**config.mk**
```make
export PLATFORM = sky130hd
export DESIGN_NAME = gpio_mode_port
export DESIGN_NICKNAME = d
export VERILOG_FILES = /design/src/rtl/gpio_port_pkg.sv /design/src/rtl/gpio_port_sync.sv /design/src/rtl/gpio_port_regs.sv /design/src/rtl/gpio_port_pinmux.sv /design/src/rtl/gpio_mode_port.sv
export SDC_FILE = /design/constraint.sdc
export NUM_CORES = 1
export LEC_CHECK = 0
export ABC_AREA = 1
export BUFFER_PORTS_ARGS = -buffer_cell sky130_fd_sc_hd__buf_2
export CORE_MARGIN = 3
export CORE_UTILIZATION = 48
export DETAILED_ROUTE_END_ITERATION = 16
export GPL_TIMING_DRIVEN = 0
export PLACE_DENSITY_LB_ADDON = 0.05
export SKIP_LAST_GASP = 1
export SLEW_MARGIN = 20
export SYNTH_ARGS = -nofsm -noshare
export SYNTH_HDL_FRONTEND = slang
export SYNTH_SLANG_ARGS = --single-unit
```
**constraint.sdc**
```tcl
create_clock -name clk -period 1.4 [get_ports clk]
set_input_delay 0.42 -clock clk [delete_from_list [all_inputs] [get_ports clk]]
set_output_delay 0.42 -clock clk [all_outputs]
set_load 0.02 [all_outputs]
```
**src/rtl/gpio_port_pkg.sv**
```systemverilog
package gpio_port_pkg;

  localparam int MODE_W = 2;

  typedef enum logic [MODE_W-1:0] {
    PM_ALT      = 2'b00,
    PM_OUT      = 2'b01,
    PM_IN_PU    = 2'b10,
    PM_IN_FLOAT = 2'b11
  } pin_mode_e;

  localparam int REG_DATA = 0;
  localparam int REG_MODE = 1;

  // Pin level, not stored bit, is returned on reads in either input mode.
  function automatic logic mode_reads_pin(pin_mode_e m);
    return (m == PM_IN_PU) || (m == PM_IN_FLOAT);
  endfunction

  function automatic logic mode_pullup(pin_mode_e m);
    return m == PM_IN_PU;
  endfunction

  function automatic logic mode_is_alt(pin_mode_e m);
    return m == PM_ALT;
  endfunction

  function automatic logic mode_is_out(pin_mode_e m);
    return m == PM_OUT;
  endfunction

endpackage

```
**src/rtl/gpio_port_sync.sv**
```systemverilog
module gpio_port_sync #(
  parameter int WIDTH = 8
) (
  input  logic             clk,
  input  logic             rst,
  input  logic [WIDTH-1:0] async_in,
  output logic [WIDTH-1:0] sync_out
);

  logic [WIDTH-1:0] stage1_q;
  logic [WIDTH-1:0] stage2_q;

  always_ff @(posedge clk) begin
    if (rst) begin
      stage1_q <= '0;
      stage2_q <= '0;
    end else begin
      stage1_q <= async_in;
      stage2_q <= stage1_q;
    end
  end

  assign sync_out = stage2_q;

  AST_SYNC_SECOND_STAGE: assert property (@(posedge clk) disable iff (rst)
    sync_out == $past(stage1_q));

endmodule

```
**src/rtl/gpio_port_regs.sv**
```systemverilog
module gpio_port_regs #(
  parameter int                 NUM_PINS = 8,
  parameter int                 ADDR_W   = 2,
  parameter logic [NUM_PINS-1:0] RO_MASK = 8'h30,
  localparam int                BUS_W    = 2 * NUM_PINS
) (
  input  logic                clk,
  input  logic                rst,
  input  logic                bus_en,
  input  logic                bus_we,
  input  logic [ADDR_W-1:0]   bus_addr,
  input  logic [BUS_W-1:0]    bus_wdata,
  output logic [NUM_PINS-1:0] data_q,
  output logic [BUS_W-1:0]    mode_q,
  output logic                data_wr_hit,
  output logic                mode_wr_hit
);
  import gpio_port_pkg::*;

  localparam logic [NUM_PINS-1:0] RW_MASK = ~RO_MASK;

  assign data_wr_hit = bus_en && bus_we && (bus_addr == ADDR_W'(REG_DATA));
  assign mode_wr_hit = bus_en && bus_we && (bus_addr == ADDR_W'(REG_MODE));

  always_ff @(posedge clk) begin
    if (rst) begin
      data_q <= '0;
    end else if (data_wr_hit) begin
      data_q <= bus_wdata[NUM_PINS-1:0] & RW_MASK;
    end
  end

  always_ff @(posedge clk) begin
    if (rst) begin
      mode_q <= '1;
    end else if (mode_wr_hit) begin
      mode_q <= bus_wdata;
    end
  end

  AST_MODE_RESET_FLOAT: assert property (@(posedge clk) disable iff (rst)
    $past(rst) |-> (mode_q == '1));
  AST_DATA_WRITE_LANDS: assert property (@(posedge clk) disable iff (rst)
    data_wr_hit |=> ((data_q & RW_MASK) == ($past(bus_wdata[NUM_PINS-1:0]) & RW_MASK)));
  AST_RO_BITS_ZERO: assert property (@(posedge clk) disable iff (rst)
    data_wr_hit |=> ((data_q & RO_MASK) == '0));
  AST_DATA_HOLD: assert property (@(posedge clk) disable iff (rst)
    !data_wr_hit |=> $stable(data_q));
  AST_MODE_HOLD: assert property (@(posedge clk) disable iff (rst)
    !mode_wr_hit |=> $stable(mode_q));

endmodule

```
**src/rtl/gpio_port_pinmux.sv**
```systemverilog
module gpio_port_pinmux #(
  parameter int  NUM_PINS = 8,
  localparam int BUS_W    = 2 * NUM_PINS
) (
  input  logic                clk,
  input  logic                rst,
  input  logic [BUS_W-1:0]    mode_q,
  input  logic [NUM_PINS-1:0] data_q,
  input  logic [NUM_PINS-1:0] pin_sync,
  input  logic [NUM_PINS-1:0] alt_out,
  input  logic [NUM_PINS-1:0] alt_oe,
  output logic [NUM_PINS-1:0] pin_out,
  output logic [NUM_PINS-1:0] pin_oe,
  output logic [NUM_PINS-1:0] pin_pu,
  output logic [NUM_PINS-1:0] rd_bits
);
  import gpio_port_pkg::*;

  for (genvar i = 0; i < NUM_PINS; i++) begin : g_pin
    pin_mode_e mode_i;
    assign mode_i = pin_mode_e'(mode_q[MODE_W*i +: MODE_W]);

    always_comb begin
      pin_out[i] = 1'b0;
      pin_oe[i]  = 1'b0;
      if (mode_is_alt(mode_i)) begin
        pin_out[i] = alt_out[i];
        pin_oe[i]  = alt_oe[i];
      end else if (mode_is_out(mode_i)) begin
        pin_out[i] = data_q[i];
        pin_oe[i]  = 1'b1;
      end
    end

    assign pin_pu[i]  = mode_pullup(mode_i);
    assign rd_bits[i] = mode_reads_pin(mode_i) ? pin_sync[i] : data_q[i];

    AST_INPUT_NEVER_DRIVES: assert property (@(posedge clk) disable iff (rst)
      mode_q[MODE_W*i+1] |-> (!pin_oe[i] && !pin_out[i]));
    AST_OUTPUT_FOLLOWS_DATA: assert property (@(posedge clk) disable iff (rst)
      (mode_q[MODE_W*i +: MODE_W] == 2'b01) |-> (pin_oe[i] && (pin_out[i] == data_q[i])));
    AST_ALT_PASSTHROUGH: assert property (@(posedge clk) disable iff (rst)
      (mode_q[MODE_W*i +: MODE_W] == 2'b00) |-> ((pin_oe[i] == alt_oe[i]) && (pin_out[i] == alt_out[i])));
  end

  AST_PULLUP_NOT_WHILE_DRIVING: assert property (@(posedge clk) disable iff (rst)
    (pin_pu & pin_oe) == '0);

endmodule

```
**src/rtl/gpio_mode_port.sv**
```systemverilog
module gpio_mode_port #(
  parameter int                 NUM_PINS = 8,
  parameter int                 ADDR_W   = 2,
  parameter logic [NUM_PINS-1:0] RO_MASK = 8'h30,
  localparam int                BUS_W    = 2 * NUM_PINS
) (
  input  logic                clk,
  input  logic                rst,
  input  logic                bus_en,
  input  logic                bus_we,
  input  logic [ADDR_W-1:0]   bus_addr,
  input  logic [BUS_W-1:0]    bus_wdata,
  output logic [BUS_W-1:0]    bus_rdata,
  input  logic [NUM_PINS-1:0] pin_in,
  input  logic [NUM_PINS-1:0] alt_out,
  input  logic [NUM_PINS-1:0] alt_oe,
  output logic [NUM_PINS-1:0] pin_out,
  output logic [NUM_PINS-1:0] pin_oe,
  output logic [NUM_PINS-1:0] pin_pu
);
  import gpio_port_pkg::*;

  logic [NUM_PINS-1:0] data_q;
  logic [BUS_W-1:0]    mode_q;
  logic                data_wr_hit;
  logic                mode_wr_hit;
  logic [NUM_PINS-1:0] pin_sync;
  logic [NUM_PINS-1:0] rd_bits;
  logic                rd_hit;
  logic [BUS_W-1:0]    rd_next;

  gpio_port_regs #(
    .NUM_PINS (NUM_PINS),
    .ADDR_W   (ADDR_W),
    .RO_MASK  (RO_MASK)
  ) u_regs (
    .clk         (clk),
    .rst         (rst),
    .bus_en      (bus_en),
    .bus_we      (bus_we),
    .bus_addr    (bus_addr),
    .bus_wdata   (bus_wdata),
    .data_q      (data_q),
    .mode_q      (mode_q),
    .data_wr_hit (data_wr_hit),
    .mode_wr_hit (mode_wr_hit)
  );

  gpio_port_sync #(.WIDTH(NUM_PINS)) u_sync (
    .clk      (clk),
    .rst      (rst),
    .async_in (pin_in),
    .sync_out (pin_sync)
  );

  gpio_port_pinmux #(.NUM_PINS(NUM_PINS)) u_pinmux (
    .clk      (clk),
    .rst      (rst),
    .mode_q   (mode_q),
    .data_q   (data_q),
    .pin_sync (pin_sync),
    .alt_out  (alt_out),
    .alt_oe   (alt_oe),
    .pin_out  (pin_out),
    .pin_oe   (pin_oe),
    .pin_pu   (pin_pu),
    .rd_bits  (rd_bits)
  );

  assign rd_hit = bus_en && !bus_we;

  always_comb begin
    rd_next = '0;
    if (bus_addr == ADDR_W'(REG_DATA)) begin
      rd_next[NUM_PINS-1:0] = rd_bits;
    end else if (bus_addr == ADDR_W'(REG_MODE)) begin
      rd_next = mode_q;
    end
  end

  always_ff @(posedge clk) begin
    if (rst) begin
      bus_rdata <= '0;
    end else if (rd_hit) begin
      bus_rdata <= rd_next;
    end
  end

  AST_RDATA_HOLD: assert property (@(posedge clk) disable iff (rst)
    !rd_hit |=> $stable(bus_rdata));
  AST_RESET_QUIET: assert property (@(posedge clk) disable iff (rst)
    $past(rst) |-> ((pin_oe == '0) && (pin_pu == '0) && (bus_rdata == '0)));

endmodule

```
==> results.py, run 1 <==
metrics = {
    "cts": {
        "clkLatencyLatePin_ps": 300,
        "cts_tree": "built",
        "cts_buffers": 5,
        "h-tree-depth": 2,
        "clk_pin_slew_ps": 90,
        "hold_buffers": 0,
        "cts-root-buf": "clkbuf_8",
        "clockBufferDepth": 2,
        "cts_sinks": 54,
    },
    "synth": {
        "yosysWarnings": 0,
        "synthesis.area_um2": 2240,
        "synth.most_common_cell": "nand2_1",
        "synth-compound-area-share_pct": 10.5,
        "synthTopCellsByCount": "nand2_1 (73), nor2_1 (72), dfxtp_1 (54)",
        "ys_ff_latch": 54,
        "synth_edf_count": 0,
        "synthFlopType": "dfxtp_1",
        "async_flop_share_pct": 0,
        "seq_area_frac_synth_pct": 48.2,
        "synth.largest_area_cell": "dfxtp_1",
        "synth_top_family_by_area": "simple AND/OR/NAND/NOR gates",
        "yosys.area.top_type_share_pct": 48.2,
        "ys_types": 19,
        "syn_nets": 364,
        "synthMuxAreaShare_pct": 0,
        "synth_xor_area_share_pct": 0,
        "synthAdderAreaFrac_pct": 0,
        "synth_simple_gate_area_share_pct": 31.0,
        "syn_inst": 318,
        "ys_top_cells_by_area": "dfxtp_1 (48%), nand2_1 (12%), nor2_1 (12%)",
        "synth_area_per_cell_um2": 7.06,
    },
    "setup_path": {
        "path_cells": "inv_4 -> o21ai_2 -> a21oi_1 -> buf_4",
        "crit_fanout": 3,
        "reg2reg_depth": 9,
        "worstSetupStartpointType": "flip-flop",
        "setup.worst_path.class": "flip-flop to output port",
        "path_buf_inv": 2,
        "cp-end-kind": "output port",
        "crit_family": "flip-flops",
        "cp.required_ps": 980,
        "cp.depth": 4,
        "slowest_delay_ps": 370,
        "cp_slowest_cell": "dfxtp_4",
        "worstPathArrival_ps": 1040,
    },
    "placed_design": {
        "place_inst": 454,
        "portBuffers": 84,
        "placed_area_um2": 2730,
        "hpwlAfterDp_um": 4150,
        "gp_congestion": 0.832,
    },
    "route": {
        "viasPerCell": 4.72,
        "vias": 2276,
        "remaining_drc_errors": 0,
        "ant_nets": 0,
        "drtIter0Drc": 104,
        "wirelength_um": 6080,
        "drt_first_pass_iters": 4,
        "avgRoutedWirePerCell_um": 12.6,
    },
    "finish": {
        "area_delta_synth_final_pct": 43.9,
        "final_util_pct": 72.7,
        "layout.cells.non_filler": 482,
        "fillerInstances": 370,
        "antenna_cells": 0,
        "finish.instance_area_um2": 3230,
        "final_nets": 476,
        "drive_gt1_share_pct": 38.8,
    },
    "global_routing": {
        "grt_pass1_vias": 2063,
        "grt_pass1_wl_um": 9320,
        "grt_usage_pct": 21.9,
        "grt-ovfl-total": 0,
        "grt_max_degree": 15,
        "antenna_found_initial": 0,
    },
    "floorplan": {
        "rows": 24,
        "start_util_pct": 50.5,
        "core_area_um2": 4440,
        "die-area_um2": 5530,
        "die_h_um": 74.4,
        "die_w_um": 74.4,
        "num_io_pins": 86,
    },
    "timing": {
        "layout_setup_ws_ps": -62.7,
        "slew_violations": 0,
        "fin_crit_ps": 1460,
        "whs_ps": 315,
        "fin_worst_skew_ps": 3.49,
        "worst_pin_slew_ps": 556,
        "finalSetupViolations": 12,
        "min_period_over_period_pct": 104,
        "max_freq_mhz": 684,
        "slew_headroom_pct": 62.9,
        "fin_setup_tns_ps": -397,
        "finalHoldViolCount": 0,
        "rsz0062_at_grt": "yes",
    },
    "worst_hold_path": {
        "holdPathStages": 3,
        "min_path_type": "input pin to flip-flop",
    },
    "flow_run": {
        "max-cap-violations": 0,
    },
    "run_status": {
        "status": "finished, violations left",
        "violations": "negative setup slack",
    },
    "power": {
        "powerDensity_nw_per_um2": 879,
        "irDropWorstVdd_v": 0.000510,
        "p_leak_nw": 1.60,
    },
}
[kinds of logic after synthesis]
logic type,count (synthesis)
buffers and inverters,55
and+or+nand+nor,167
AOI/OAI and AO/OA,42
DFF,54
[what timing repair did]
action                     4_1_cts  5_1_grt
pin swaps                        7        5
setup buffers                   18        3
setup endpoints to repair       24       23
resized for setup               64       47
[registers in the layout, indices dropped and copies added (netlist names)]
name / cells
u_regs.mode_q: 16
u_sync.stage1_q: 8
u_regs.data_q: 6
u_sync.sync_out: 8
bus_rdata: 16
[worst paths after layout]
kind                                    startpoint                 end  slack (ps)
worst max-delay path              u_regs.mode_q[7]          pin_out[3]         -60
worst min register to register  u_sync.stage1_q[7]  u_sync.sync_out[7]         410
worst min-delay path                     pin_in[6]  u_sync.stage1_q[6]         320
worst max register to register    u_regs.mode_q[7]        bus_rdata[3]         140
[worst reg2reg max path, delay by kind of cell (launching register included)]
kind | cells | cell delay, ps
and+or+nand+nor | 5 | 370
buffers and inverters | 4 | 390
DFF | 1 | 370
[routing by layer]
layer | wire (um) | share of wire, % | global-route usage (%) | vias up
met5 | 0 | 0 | 0 | -
met4 | 56 | 0.92 | 4.94 | 0
met3 | 369 | 6.1 | 5.54 | 7
met2 | 2990 | 49 | 38.0 | 66
met1 | 2670 | 44 | 27.3 | 1001
li1 | - | - | - | 1202
[placed cells by master, fill, tap and decap left out, drive strengths merged]
cell type and instances:
o21ai 12, dfxtp 54, buf 110, nand3 16, inv 45, a21oi 22, o211ai 8, nor2 77
nand2 74, clkbuf 12
[area by class of cell]
class,count,area (um^2),share of cell area (%)
sequential,54,1140,35.2
multi-input combinational,209,1040,32.1
timing repair buffer,105,669,20.7
inverter,45,184,5.70
clock buffer,7,76.3,2.36
tap,52,65.1,2.01
buffer,10,61.3,1.90
[per-stage QoR]
step	power (W)	setup WS [ps]
global placement	0.00200	-74.9
finish	0.00284	-62.7
floorplan	0.00186	144
global route	0.00296	-105
detailed placement	0.00201	-93.4
CTS	0.00282	-62.3
[power breakdown]
part	switching [W]	internal, W	leakage [nW]
logic	0.000237	0.000178	1.12
registers	0.0000415	0.00158	0.440
clock network	0.000458	0.000345	0.0383
No activity file was read; power rests on OpenSTA's default activity.
==> inputs of run 2 (changes only) <==
--- a/config.mk
+++ b/config.mk
@@ -10,7 +10,6 @@
 export CORE_MARGIN = 3
 export CORE_UTILIZATION = 48
 export DETAILED_ROUTE_END_ITERATION = 16
-export GPL_TIMING_DRIVEN = 0
 export PLACE_DENSITY_LB_ADDON = 0.05
 export SKIP_LAST_GASP = 1
 export SLEW_MARGIN = 20
==> results.py, run 2 (synthesized netlist as in run 1, its figures left out) <==
metrics = {
    "placed_design": {
        "place_ws_ps": -7.93,
        "gp_congestion": 0.811,
        "portBuffers": 85,
        "place_inst": 457,
        "hpwlAfterDp_um": 4040,
    },
    "setup_path": {
        "cp_common_cell": "buf_4",
        "setup.worst_path.class": "flip-flop to output port",
        "cp_slowest_cell": "dfxtp_2",
        "crit_fanout": 4,
        "worstSetupStartpointType": "flip-flop",
        "worstPathArrival_ps": 1040,
        "slowest_delay_ps": 350,
        "path_cells": "buf_4 -> nor2_2 -> buf_4",
        "cp-end-kind": "output port",
        "cp.required_ps": 980,
    },
    "floorplan": {
        "start_util_pct": 50.5,
        "rows": 24,
        "die-area_um2": 5530,
        "core_area_um2": 4440,
        "die_w_um": 74.4,
        "num_io_pins": 86,
        "die_h_um": 74.4,
    },
    "finish": {
        "final_common_cell": "nand2_1",
        "final_nets": 476,
        "multi_input_comb_area_um2": 1040,
        "fillerInstances": 381,
        "final_cell_mix": "nand2_1 (72), buf_2 (65), nor2_1 (58), dfxtp_1 (38), buf_4 (38)",
        "drive_gt1_share_pct": 40.7,
        "seqCellArea_um2": 1120,
        "antenna_cells": 0,
        "final_util_pct": 72.8,
        "top_regs": "bus_rdata (16), u_regs.mode_q (16)",
        "layout.cells.non_filler": 482,
        "area_delta_synth_final_pct": 44.1,
    },
    "timing": {
        "worst_pin_slew_ps": 374,
        "slew_violations": 0,
        "max_freq_mhz": 685,
        "finalHoldViolCount": 0,
        "slew_headroom_pct": 75.0,
        "min_period_over_period_pct": 104,
        "finalSetupViolations": 11,
        "rsz0062_at_grt": "yes",
        "fin_worst_skew_ps": 5.81,
        "layout_setup_ws_ps": -60.5,
        "fin_crit_ps": 1460,
    },
    "route": {
        "vias": 2304,
        "avgRoutedWirePerCell_um": 12.0,
        "wirelength_um": 5810,
        "viasPerCell": 4.78,
        "drtIter0Drc": 123,
        "drt_first_pass_iters": 7,
        "remaining_drc_errors": 0,
        "ant_nets": 0,
    },
    "global_routing": {
        "grt-ovfl-total": 0,
        "use_met1_pct": 26.8,
        "grt_pass1_wl_um": 8800,
        "grt_pass1_vias": 1979,
        "use_met2_pct": 34.5,
        "grt_usage_pct": 20.9,
        "gr-usage-met3_pct": 5.54,
        "antenna_found_initial": 0,
        "busiest_layer": "met2",
        "grt_max_degree": 20,
    },
    "cts": {
        "cts-root-buf": "clkbuf_8",
        "hold_buffers": 0,
        "clockBufferDepth": 2,
        "cts_tree": "built",
        "cts_buffers": 5,
        "clk_pin_slew_ps": 90,
        "clkLatencyLatePin_ps": 300,
        "cts_sinks": 54,
        "h-tree-depth": 2,
    },
    "power": {
        "irDropWorstVdd_v": 0.000702,
        "p_leak_nw": 1.62,
        "powerDensity_nw_per_um2": 880,
    },
    "worst_hold_path": {
        "min_path_type": "input pin to flip-flop",
    },
    "flow_run": {
        "max-cap-violations": 0,
    },
    "run_status": {
        "status": "finished, violations left",
        "violations": "negative setup slack",
    },
}
-- run 2: changes by cell type in the layout (fill, tap and decap cells not counted), sizes merged --
cell    before  now
buf        110  115
clkbuf      12    7
-- run 2: layer usage --
layer,share of wire [%],routed length [um]
met5,0,0
met1,43,2510
met3,6.4,369
met2,49,2850
met4,1.2,70
-- run 2: layout make-up --
class / instances / area share, %
Sequential cell: 54 / 34.7
Multi-Input combinational cell: 209 / 32.1
Timing Repair Buffer: 115 / 23.3
Inverter: 45 / 5.45
Clock buffer: 7 / 2.36
Tap cell: 52 / 2.01
-- run 2: where the power goes --
group          internal [W]  total (W)  switching (W)
clock              0.000346   0.000806       0.000460
sequential          0.00158    0.00162      0.0000362
combinational      0.000183   0.000421       0.000238
total               0.00211    0.00285       0.000735
-- run 2: worst max-delay path, delay by kind of cell, from the launching register on --
kind	cells	cell delay, ps
and+or+nand+nor	1	100
DFF	1	350
buffers and inverters	2	290
-- run 2: final timing paths --
kind	slack, ps	to	cells past startpoint	from
hold reg to reg	410	u_sync.sync_out[3]	2	u_sync.stage1_q[3]
setup reg to reg	320	bus_rdata[1]	8	u_regs.mode_q[3]
hold / removal	320	u_sync.stage1_q[1]	3	pin_in[1]
setup / recovery	-60	pin_pu[3]	3	u_regs.mode_q[6]
-- run 2: per-stage QoR --
step | setup TNS (ps) | hold slack [ps] | total power (W) | instance area (um^2)
after floorplan | 0 | 388 | 0.00186 | 2240
after CTS | -489 | 308 | 0.00283 | 3080
after global placement | 0 | 389 | 0.00201 | 2780
after global routing | -977 | 310 | 0.00297 | 3230
final | -327 | 317 | 0.00285 | 3230
after detailed placement | -11.4 | 395 | 0.00202 | 2780
-- run 2: repair_timing --
item	in CTS	in global routing
resized for setup	68	35
endpoints found under the setup margin	22	19
setup buffers	14	4
pin swaps	6	9
endpoints found under the hold margin	0	0
==> inputs of run 3 (changes only) <==
--- a/config.mk
+++ b/config.mk
@@ -7,12 +7,13 @@
 export LEC_CHECK = 0
 export ABC_AREA = 1
 export BUFFER_PORTS_ARGS = -buffer_cell sky130_fd_sc_hd__buf_2
-export CORE_MARGIN = 3
-export CORE_UTILIZATION = 48
+export CORE_MARGIN = 5
+export CORE_UTILIZATION = 50
 export DETAILED_ROUTE_END_ITERATION = 16
 export PLACE_DENSITY_LB_ADDON = 0.05
 export SKIP_LAST_GASP = 1
 export SLEW_MARGIN = 20
 export SYNTH_ARGS = -nofsm -noshare
 export SYNTH_HDL_FRONTEND = slang
+export SYNTH_HIERARCHICAL = 1
 export SYNTH_SLANG_ARGS = --single-unit
==> results.py, run 3 <==
metrics = {
    "worst_hold_path": {
        "min_from": "pin_in[6]",
        "whs_endpoint": "u_sync/stage1_q[6]",
        "holdPathStages": 3,
        "min_path_type": "input pin to flip-flop",
    },
    "timing": {
        "slew_violations": 0,
        "whs_ps": 300,
        "max_freq_mhz": 675,
        "min_period_over_period_pct": 106,
        "fin_crit_ps": 1480,
        "fin_worst_skew_ps": 6.46,
        "fin_setup_tns_ps": -579,
        "layout_setup_ws_ps": -82.1,
        "finalSetupViolations": 19,
        "rsz0062_at_grt": "yes",
        "finalHoldViolCount": 0,
    },
    "placed_design": {
        "gp_congestion": 0.832,
        "portBuffers": 85,
        "hpwlAfterDp_um": 4610,
    },
    "route": {
        "viasPerCell": 4.64,
        "met2_length_um": 3200,
        "drt_first_pass_iters": 5,
        "remaining_drc_errors": 0,
        "vias": 2600,
        "ant_nets": 0,
        "avgRoutedWirePerCell_um": 11.8,
        "wirelength_um": 6580,
        "routed.top_layer": "met4",
        "drtIter0Drc": 129,
        "route.layer.met1.wl_um": 2930,
        "wl_met3_um": 397,
    },
    "flow_run": {
        "max-cap-violations": 0,
    },
    "global_routing": {
        "grt-ovfl-total": 0,
        "grt_pass1_wl_um": 10600,
        "antenna_found_initial": 0,
        "grt_max_degree": 33,
        "grt_pass1_vias": 2412,
        "grt_usage_pct": 20.3,
    },
    "synth": {
        "synth_area_per_cell_um2": 6.69,
        "synthesis.area_um2": 2600,
        "syn_inst": 389,
        "yosysWarnings": 6,
    },
    "floorplan": {
        "rows": 26,
        "core_area_um2": 5070,
        "num_io_pins": 86,
        "die_w_um": 82.2,
        "start_util_pct": 51.3,
        "die_h_um": 82.2,
        "die-area_um2": 6750,
    },
    "power": {
        "total_power_w": 0.00319,
        "irDropWorstVdd_v": 0.000657,
        "p_leak_nw": 1.85,
        "powerDensity_nw_per_um2": 904,
    },
    "cts": {
        "clockBufferDepth": 2,
        "clk_pin_slew_ps": 90,
        "h-tree-depth": 2,
        "cts_buffers": 5,
        "cts_tree": "built",
        "cts_sinks": 54,
        "clkLatencyLatePin_ps": 320,
        "cts-root-buf": "clkbuf_8",
        "hold_buffers": 0,
    },
    "finish": {
        "final_common_cell": "nand2_1",
        "area_delta_synth_final_pct": 35.8,
        "final_nets": 535,
        "top_regs": "bus_rdata (16), u_regs/mode_q (16)",
        "drive_gt1_share_pct": 36.1,
        "antenna_cells": 0,
        "final_cell_mix": "nand2_1 (77), nor2_1 (71), nand3_1 (62), buf_2 (61), inv_1 (49)",
        "final_util_pct": 69.6,
    },
    "setup_path": {
        "ff2ff_setup_slack_ps": 290,
        "setup.worst_path.class": "flip-flop to output port",
        "rr_endpoint": "bus_rdata[1]",
        "r2r_start": "u_regs/mode_q[3]",
        "cp.required_ps": 980,
        "reg2reg_depth": 8,
        "worstPathArrival_ps": 1060,
        "worstSetupStartpointType": "flip-flop",
        "crit_fanout": 5,
        "cp-end-kind": "output port",
    },
    "run_status": {
        "violations": "negative setup slack",
        "status": "finished, violations left",
    },
}
[run 3: worst max-delay path, stage by stage (launching register included)]
cell,delay (ps)
dfxtp_4,380
nor2_1,100
nand2_1,60
nand2_1,90
buf_6,120
[run 3: how the worst max path moves through the flow]
stage / to / cells past startpoint / startpoint / slack, ps
detailed placement: u_regs/data_q[2] / 7 / bus_we / 110
floorplan: pin_oe[0] / 2 / u_regs/mode_q[0] / 250
global placement: u_regs/data_q[3] / 7 / bus_we / 130
global route: pin_out[3] / 4 / u_regs/mode_q[7] / -130
finish: pin_out[0] / 4 / u_regs/mode_q[1] / -80
CTS: pin_out[3] / 4 / u_regs/mode_q[7] / -60
[run 3: layout make-up]
cell class	instances	area (um^2)
clock buffer	5	68.8
timing repair buffer	111	738
clock inverter	3	43.8
inverter	60	238
tap	70	87.6
fill	468	1540
sequential	54	1140
multi-input combinational	257	1220
[run 3: repair_timing]
item | CTS | global route
gates cloned | 0 | 0
setup endpoints to repair | 24 | 24
setup buffers | 14 | 2
pin swaps | 11 | 10
resized for setup | 66 | 28
[run 3: where the power goes]
group          internal (W)  switching, W
logic              0.000210      0.000283
registers           0.00158     0.0000572
clock network      0.000536      0.000525
total               0.00233      0.000865
[run 3: stage by stage]
step,std cells,instance area [um^2],setup WS (ps)
2_1_floorplan,390,2610,247
3_3_place_gp,536,3060,127
3_5_place_dp,536,3060,109
4_1_cts,558,3430,-58.9
5_1_grt,560,3530,-128
6_report,560,3530,-82.1
[run 3: routing by layer]
layer	GRT usage, %	vias up
met1	26.2	1137
met5	0	-
li1	-	1381
met2	34.0	74
met3	4.34	8
met4	5.98	0
